[src/rtl/coh_cache_engine_pkg.sv]
`timescale 1ns/1ps
package coh_cache_engine_pkg;
  typedef enum logic [2:0] {LS_ABSENT, LS_CLEAN, LS_DIRTY, LS_WBPEND, LS_FILLPEND} lineState_e;
  typedef enum logic [1:0] {OP_LOAD, OP_STORE, OP_COMMIT, OP_RECONCILE} procOp_e;
  typedef enum logic [1:0] {HM_FILL, HM_WBACK, HM_FLUSHACK, HM_PURGEREQ} homeMsg_e;
  typedef enum logic [1:0] {CM_FILLREQ, CM_WB, CM_PURGE, CM_SPARE} cacheMsg_e;
  typedef enum logic [1:0] {VK_PURGE, VK_WRITEBACK, VK_PREFETCH, VK_SPARE} volKind_e;
  typedef enum logic [1:0] {SRC_NONE, SRC_HOME, SRC_PROC, SRC_VOL} src_e;

  typedef struct packed {
    logic       wrEn;
    logic       setTag;
    logic       wrData;
    logic       dataFromHome;
    lineState_e newState;
    logic       sendEn;
    cacheMsg_e  sendType;
  } strobe_t;
endpackage

[src/rtl/coh_cache_datapath.sv]
`timescale 1ns/1ps
module coh_cache_datapath
  import coh_cache_engine_pkg::*;
#(
  parameter int ADDR_W = 8,
  parameter int DATA_W = 16,
  parameter int LINES  = 4
) (
  input  logic              clk,
  input  logic              rstN,
  input  src_e              srcSel,
  input  logic [ADDR_W-1:0] procAddr,
  input  logic [ADDR_W-1:0] inAddr,
  input  logic [ADDR_W-1:0] volAddr,
  input  logic [DATA_W-1:0] procWdata,
  input  logic [DATA_W-1:0] inData,
  input  strobe_t           strobe,
  output lineState_e        hitState,
  output logic              conflict,
  output logic [DATA_W-1:0] lineData,
  input  logic              outReady,
  output logic              outValid,
  output cacheMsg_e         outType,
  output logic [ADDR_W-1:0] outAddr,
  output logic [DATA_W-1:0] outData
);
  localparam int IDX_W = $clog2(LINES);
  localparam int TAG_W = ADDR_W - IDX_W;

  lineState_e        stateArr [LINES];
  logic [TAG_W-1:0]  tagArr   [LINES];
  logic [DATA_W-1:0] dataArr  [LINES];

  logic [ADDR_W-1:0] selAddr;
  logic [IDX_W-1:0]  idx;
  logic [TAG_W-1:0]  tag;
  logic              present, tagMatch;

  always_comb begin
    case (srcSel)
      SRC_HOME: selAddr = inAddr;
      SRC_VOL:  selAddr = volAddr;
      default:  selAddr = procAddr;
    endcase
  end

  assign idx      = selAddr[IDX_W-1:0];
  assign tag      = selAddr[ADDR_W-1:IDX_W];
  assign present  = (stateArr[idx] != LS_ABSENT);
  assign tagMatch = (tagArr[idx] == tag);
  assign hitState = (present && tagMatch) ? stateArr[idx] : LS_ABSENT;
  assign conflict = present && !tagMatch;
  assign lineData = dataArr[idx];

  always_ff @(posedge clk) begin
    if (!rstN) begin
      for (int i = 0; i < LINES; i++) stateArr[i] <= LS_ABSENT;
    end else if (strobe.wrEn) begin
      stateArr[idx] <= strobe.newState;
    end
  end

  always_ff @(posedge clk) begin
    if (strobe.wrEn && strobe.setTag) tagArr[idx] <= tag;
    if (strobe.wrEn && strobe.wrData)
      dataArr[idx] <= strobe.dataFromHome ? inData : procWdata;
  end

  always_ff @(posedge clk) begin
    if (!rstN) begin
      outValid <= 1'b0;
      outType  <= CM_FILLREQ;
      outAddr  <= '0;
      outData  <= '0;
    end else if (strobe.sendEn) begin
      outValid <= 1'b1;
      outType  <= strobe.sendType;
      outAddr  <= selAddr;
      outData  <= dataArr[idx];
    end else if (outValid && outReady) begin
      outValid <= 1'b0;
    end
  end

  AST_OUT_HOLD: assert property (@(posedge clk) disable iff (!rstN)
    (outValid && !outReady) |=> (outValid && $stable(outType) && $stable(outAddr) && $stable(outData)));
  AST_SEND_ONLY_EMPTY: assert property (@(posedge clk) disable iff (!rstN)
    strobe.sendEn |-> !outValid);
  AST_FILLPEND_HAS_REQ: assert property (@(posedge clk) disable iff (!rstN)
    (strobe.wrEn && strobe.newState == LS_FILLPEND) |-> (strobe.sendEn && strobe.sendType == CM_FILLREQ));
endmodule

[src/rtl/coh_cache_control.sv]
`timescale 1ns/1ps
module coh_cache_control
  import coh_cache_engine_pkg::*;
#(
  parameter int DATA_W = 16
) (
  input  logic              clk,
  input  logic              rstN,
  input  logic              procValid,
  input  procOp_e           procOp,
  input  logic              inValid,
  input  homeMsg_e          inType,
  input  logic              volValid,
  input  volKind_e          volKind,
  input  logic              slotFree,
  input  lineState_e        hitState,
  input  logic              conflict,
  input  logic [DATA_W-1:0] lineData,
  output src_e              srcSel,
  output strobe_t           strobe,
  output logic              procRetire,
  output logic              procStall,
  output logic [DATA_W-1:0] procRdata,
  output logic              inReady
);
  logic homeGo;
  logic freeIdx;

  assign inReady   = slotFree;
  assign homeGo    = inValid && slotFree;
  assign procRdata = lineData;
  assign freeIdx   = (hitState == LS_ABSENT) && !conflict;

  always_comb begin
    if (homeGo)         srcSel = SRC_HOME;
    else if (procValid) srcSel = SRC_PROC;
    else if (volValid)  srcSel = SRC_VOL;
    else                srcSel = SRC_NONE;
  end

  always_comb begin
    strobe     = '0;
    procRetire = 1'b0;
    procStall  = 1'b0;
    case (srcSel)
      SRC_HOME: begin
        procStall = procValid;
        case (inType)
          HM_FILL: if (hitState == LS_FILLPEND || freeIdx) begin
            strobe.wrEn = 1'b1; strobe.setTag = 1'b1; strobe.wrData = 1'b1;
            strobe.dataFromHome = 1'b1; strobe.newState = LS_CLEAN;
          end
          HM_WBACK: if (hitState == LS_WBPEND) begin
            strobe.wrEn = 1'b1; strobe.newState = LS_CLEAN;
          end
          HM_FLUSHACK: if (hitState == LS_WBPEND) begin
            strobe.wrEn = 1'b1; strobe.newState = LS_ABSENT;
          end
          default: begin
            if (hitState == LS_CLEAN) begin
              strobe.wrEn = 1'b1; strobe.newState = LS_ABSENT;
              strobe.sendEn = 1'b1; strobe.sendType = CM_PURGE;
            end else if (hitState == LS_DIRTY) begin
              strobe.wrEn = 1'b1; strobe.newState = LS_WBPEND;
              strobe.sendEn = 1'b1; strobe.sendType = CM_WB;
            end
          end
        endcase
      end
      SRC_PROC: begin
        case (hitState)
          LS_CLEAN, LS_DIRTY: begin
            case (procOp)
              OP_STORE: begin
                procRetire = 1'b1;
                strobe.wrEn = 1'b1; strobe.wrData = 1'b1; strobe.newState = LS_DIRTY;
              end
              OP_COMMIT: begin
                if (hitState == LS_CLEAN) procRetire = 1'b1;
                else begin
                  procStall = 1'b1;
                  if (slotFree) begin
                    strobe.wrEn = 1'b1; strobe.newState = LS_WBPEND;
                    strobe.sendEn = 1'b1; strobe.sendType = CM_WB;
                  end
                end
              end
              default: procRetire = 1'b1;
            endcase
          end
          LS_ABSENT: begin
            if (procOp == OP_LOAD || procOp == OP_STORE) begin
              procStall = 1'b1;
              if (slotFree && !conflict) begin
                strobe.wrEn = 1'b1; strobe.setTag = 1'b1; strobe.newState = LS_FILLPEND;
                strobe.sendEn = 1'b1; strobe.sendType = CM_FILLREQ;
              end
            end else begin
              procRetire = 1'b1;
            end
          end
          default: procStall = 1'b1;
        endcase
      end
      SRC_VOL: begin
        if (slotFree) begin
          case (volKind)
            VK_PURGE: if (hitState == LS_CLEAN) begin
              strobe.wrEn = 1'b1; strobe.newState = LS_ABSENT;
              strobe.sendEn = 1'b1; strobe.sendType = CM_PURGE;
            end
            VK_WRITEBACK: if (hitState == LS_DIRTY) begin
              strobe.wrEn = 1'b1; strobe.newState = LS_WBPEND;
              strobe.sendEn = 1'b1; strobe.sendType = CM_WB;
            end
            VK_PREFETCH: if (freeIdx) begin
              strobe.wrEn = 1'b1; strobe.setTag = 1'b1; strobe.newState = LS_FILLPEND;
              strobe.sendEn = 1'b1; strobe.sendType = CM_FILLREQ;
            end
            default: ;
          endcase
        end
      end
      default: ;
    endcase
  end

  AST_HOME_WINS: assert property (@(posedge clk) disable iff (!rstN)
    (inValid && inReady && procValid) |-> (procStall && !procRetire));
  AST_ONE_ANSWER: assert property (@(posedge clk) disable iff (!rstN)
    procValid |-> ($countones({procRetire, procStall}) == 1));
  AST_PENDING_STALLS: assert property (@(posedge clk) disable iff (!rstN)
    (procValid && !inValid && (hitState == LS_WBPEND || hitState == LS_FILLPEND)) |-> (procStall && !strobe.wrEn));
endmodule

[src/rtl/coh_cache_engine.sv]
`timescale 1ns/1ps
module coh_cache_engine
  import coh_cache_engine_pkg::*;
#(
  parameter int ADDR_W = 8,
  parameter int DATA_W = 16,
  parameter int LINES  = 4
) (
  input  logic              clk,
  input  logic              rstN,
  input  logic              procValid,
  input  logic [1:0]        procOp,
  input  logic [ADDR_W-1:0] procAddr,
  input  logic [DATA_W-1:0] procWdata,
  output logic              procRetire,
  output logic              procStall,
  output logic [DATA_W-1:0] procRdata,
  input  logic              inValid,
  output logic              inReady,
  input  logic [1:0]        inType,
  input  logic [ADDR_W-1:0] inAddr,
  input  logic [DATA_W-1:0] inData,
  input  logic              volValid,
  input  logic [1:0]        volKind,
  input  logic [ADDR_W-1:0] volAddr,
  output logic              outValid,
  input  logic              outReady,
  output logic [1:0]        outType,
  output logic [ADDR_W-1:0] outAddr,
  output logic [DATA_W-1:0] outData
);
  src_e              srcSel;
  strobe_t           strobe;
  lineState_e        hitState;
  logic              conflict;
  logic [DATA_W-1:0] lineData;
  cacheMsg_e         outTypeE;

  assign outType = outTypeE;

  coh_cache_control #(.DATA_W(DATA_W)) u_ctrl (
    .clk(clk), .rstN(rstN),
    .procValid(procValid), .procOp(procOp_e'(procOp)),
    .inValid(inValid), .inType(homeMsg_e'(inType)),
    .volValid(volValid), .volKind(volKind_e'(volKind)),
    .slotFree(!outValid), .hitState(hitState), .conflict(conflict), .lineData(lineData),
    .srcSel(srcSel), .strobe(strobe),
    .procRetire(procRetire), .procStall(procStall), .procRdata(procRdata), .inReady(inReady)
  );

  coh_cache_datapath #(.ADDR_W(ADDR_W), .DATA_W(DATA_W), .LINES(LINES)) u_dp (
    .clk(clk), .rstN(rstN), .srcSel(srcSel),
    .procAddr(procAddr), .inAddr(inAddr), .volAddr(volAddr),
    .procWdata(procWdata), .inData(inData), .strobe(strobe),
    .hitState(hitState), .conflict(conflict), .lineData(lineData),
    .outReady(outReady), .outValid(outValid), .outType(outTypeE),
    .outAddr(outAddr), .outData(outData)
  );
endmodule

[config.mk]
export PLATFORM = sky130hd
export DESIGN_NAME = coh_cache_engine
export DESIGN_NICKNAME = d
export VERILOG_FILES = /design/src/rtl/coh_cache_engine_pkg.sv /design/src/rtl/coh_cache_datapath.sv /design/src/rtl/coh_cache_control.sv /design/src/rtl/coh_cache_engine.sv
export SDC_FILE = /design/constraint.sdc
export NUM_CORES = 1
export LEC_CHECK = 0
export CORE_MARGIN = 8
export CORE_UTILIZATION = 43
export CTS_BUF_LIST = sky130_fd_sc_hd__clkbuf_8 sky130_fd_sc_hd__clkbuf_16
export CTS_CLUSTER_SIZE = 25
export DETAILED_ROUTE_END_ITERATION = 12
export DONT_BUFFER_PORTS = 1
export HOLD_SLACK_MARGIN = 0.15
export PLACE_DENSITY = 0.7
export SYNTH_ARGS = -nofsm -noshare
export SYNTH_HDL_FRONTEND = slang
export SYNTH_SLANG_ARGS = --single-unit
[constraint.sdc]
create_clock -name clk -period 5.65 [get_ports clk]
set_input_delay 0.565 -clock clk [delete_from_list [all_inputs] [get_ports clk]]
set_output_delay 0.565 -clock clk [all_outputs]
set_load 0.02 [all_outputs]
==> impl_metrics.tcl <==
set metrics [dict create \
    period_share 0.9170 \
    cts_buffers 17 \
    track_usage 0.1607 \
    setup_tns_ps 0 \
    setup.worst_path.start_class "flip-flop" \
    cts_tree "built" \
    nets 642 \
    final_area_sq_mm 0.007276 \
    synth_edf_count 100 \
    clkTransAtPathRegs_ps 60 \
    grt_pass1_wl_microns 24520 \
    preCtsSetupSlack_ps 535.5 \
    die_w_microns 138.4 \
    num_antenna_cells 0 \
    period_minus_slack_ps 5181 \
    routed-wl-met2_microns 7458 \
    synth_ff_type "edfxtp_1" \
    io_buffers 0 \
    synth_nets 638 \
    cts_buffer_depth 2 \
    min_path_type "in -> reg" \
    wl_microns 15540 \
    seq_area_frac_synth 0.5500 \
    crit_start "u_dp.outValid" \
    postCtsHoldBufs 0 \
    layout_setup_ws_ps 469.1 \
    start_util 0.4416 \
    cp.buffers_inverters 1 \
    syn_inst 559 \
    area_growth_pct 12.93 \
    synthArstFlopShare 0 \
    crit_fanout 13 \
    hold_viol 0 \
    pin_count 114 \
    cts_htree_levels 4 \
    ir_worst_vdd_v 0.0002103 \
    via_per_inst 5.841 \
    antenna_found_initial 0 \
    syn_area_per_cell_sq_um 11.52 \
    postRouteAntennaNets 0 \
    drc 0 \
    grt_start_max_net_pins 60 \
    timing.rr.start "u_dp.outValid" \
    drtIter0Drc 393 \
    globalplace.congestion 0.8400 \
    worstHoldStart "rstN" \
    n_fill_cell 1271 \
    grt_pass1_vias 4554 \
    core-area_sq_mm 0.01459 \
    floorplan.die_area_sq_mm 0.01915 \
    first_pass_iters 5 \
    power.leakage_uw 0.002816 \
    netlist.area_leader.share 0.4661 \
    dp_hpwl_microns 11010 \
    crit_family "simple AND/OR/NAND/NOR gates" \
    critical_path_class "reg -> out" \
    yosys-top-cells-area "edfxtp_1, dfxtp_1, nand2_1" \
    synth_largest_area_cell "edfxtp_1" \
    placement_rows 44 \
    drive_gt1_frac 0.1545 \
    cp-end-kind "output pin" \
    finalMaxSlewViolations 0 \
    ys_ff_latch 127 \
    slew_headroom 0.3866 \
    synth_cell_types 62 \
    cts_num_sinks 127 \
    wire_per_inst_microns 20.44 \
    grt.overflow.total 0 \
    status "completed" \
    hold_slack_ps 300.3 \
    crit_arrival_ps 4620 \
    drv_cap 0 \
    dr_wl_met3_microns 1427 \
    top_layer "met4" \
    ys_warn_count 0 \
    rsz0062_at_grt "no" \
    cp_slowest_stage_delay_ps 590 \
    vias 4439 \
    crit_slowest_cell "dfxtp_1" \
    postPlaceCellArea_sq_mm 0.006644 \
    skew_ps 6.367 \
    powerDensity_mw_per_mm2 336.6 \
    required_ps 5090 \
    critical_path.cell_chain "nand2b_2, o21ai_0, ha_1, a22oi_4, mux4_2, mux2i_1, xnor2_1, nor4_4, nand4b_4, nor2_2, nand2_1, a221oi_1, buf_4" \
    worstMarginPinSlew_ps 920.0 \
    wl_met1_microns 6372 \
    clkLatencyLatePin_ps 410 \
    fmax_ghz 0.1930 \
    netlist_area_sq_mm 0.006442 \
    die_h_microns 138.4 \
    setup_viol 0 \
    root_buffer "clkbuf_16" \
]
[power by group]
group          total [uW]  internal [uW]  switching, uW
logic                 322            106            216
registers            1030           1020           9.12
clock network        1100            675            422
[worst reg2reg max path: stages (launching register included)]
cell and delay [ps]:
dfxtp_1 590, nand2b_2 330, o21ai_0 200, inv_1 130
ha_1 390, a22o_1 440, a21oi_2 120, nor2_4 350
mux4_2 490, or4_1 550, a31oi_1 220, a211oi_2 90
buf_4 200, nor4b_2 250, buf_4 300
[cells in the mapped netlist, types with 3 or more instances]
master,number
a211oi_1,4
nand2_1,132
mux2_2,7
and2_1,3
inv_1,14
o21ai_1,10
o21a_1,3
o21ai_0,3
nor3_1,8
edfxtp_1,100
buf_2,4
ha_1,11
and3_1,18
a21o_1,3
a31oi_1,22
a21oi_1,8
mux2i_1,36
nor2b_1,6
nor2_1,20
mux4_2,14
a221oi_1,4
nand2b_1,4
buf_6,6
dfxtp_1,27
xnor2_1,4
clkbuf_1,17
or3_1,6
nand3_1,12
a22oi_1,4
mux2_1,10
[logic make-up after synthesis]
family | count (synthesis) | synth area share
AOI/OAI and AO/OA | 78 | 0.08371
buffers and inverters | 47 | 0.03806
and+or+nand+nor | 224 | 0.1655
adders and majority gates | 11 | 0.02136
muxes | 67 | 0.1346
xor gates and xnor gates | 5 | 0.006797
DFF | 127 | 0.5500
[registers in the layout (all words and copies together) (netlist names)]
name           count
u_dp.stateArr     12
u_dp.outData      16
u_dp.dataArr      64
u_dp.outType       2
u_dp.tagArr       24
u_dp.outValid      1
u_dp.outAddr       8
[layout make-up]
class                           instances  area (sq um)  share of cell area
Clock inverter                         11         86.33             0.01187
Timing Repair Buffer                   17         127.6             0.01754
Clock buffer                           21         525.5             0.07223
Inverter                               15         58.81            0.008083
Tap cell                              184         230.2             0.03164
Multi-Input combinational cell        385          2704              0.3716
Sequential cell                       127          3543              0.4870
[stage by stage]
step           utilization  cells  power [uW]
2_1_floorplan            -    559        1303
3_3_place_gp        0.4554    726        1363
3_5_place_dp        0.4554    726        1369
4_1_cts             0.4973    758        2467
5_1_grt             0.4987    760        2537
6_report            0.4987    760        2449
[cells in the final DEF, fill, tap and decap left out, types with 3 or more instances in the layout]
master       n
a22oi_1      4
and2_1       3
mux2i_1     36
a21oi_1      8
or3_1        6
inv_4        4
o21a_1       3
clkbuf_16   21
a211oi_1     3
a21o_1       3
nand2_1    132
o21ai_1      9
mux2_2       7
o21ai_0      3
mux2_1      10
a221oi_1     4
and3_1      18
nor2b_1      6
nand3_1     12
nor3_1       8
a31oi_1     22
dfxtp_1     27
nor2_1      19
inv_1       14
mux4_2      14
ha_1        11
nand2b_1     3
edfxtp_1   100
xnor2_1      4
buf_4       17
[routing by layer]
metal / vias to the layer above / track usage
met5: - / 0
li1: 2065 / -
met3: 26 / 0.05685
met2: 206 / 0.2669
met1: 2142 / 0.1866
met4: 0 / 0.06121
[path summary, 6_finish.rpt]
| check | slack [ps] | cells after the start | endpoint |
|---|---|---|---|
| max | 470 | 13 | procRetire |
| min | 300 | 2 | u_dp.outData[3] |
| max reg2reg | 680 | 14 | u_dp.dataArr[1][5] |
| min reg2reg | 560 | 2 | u_dp.outData[6] |
[timing repair]
action,in CTS,in global routing
setup buffers,0,2
setup endpoints to repair,0,2
endpoints found under the hold margin,0,0
resized for setup,0,2
No activity file was read; power rests on OpenSTA's default activity.
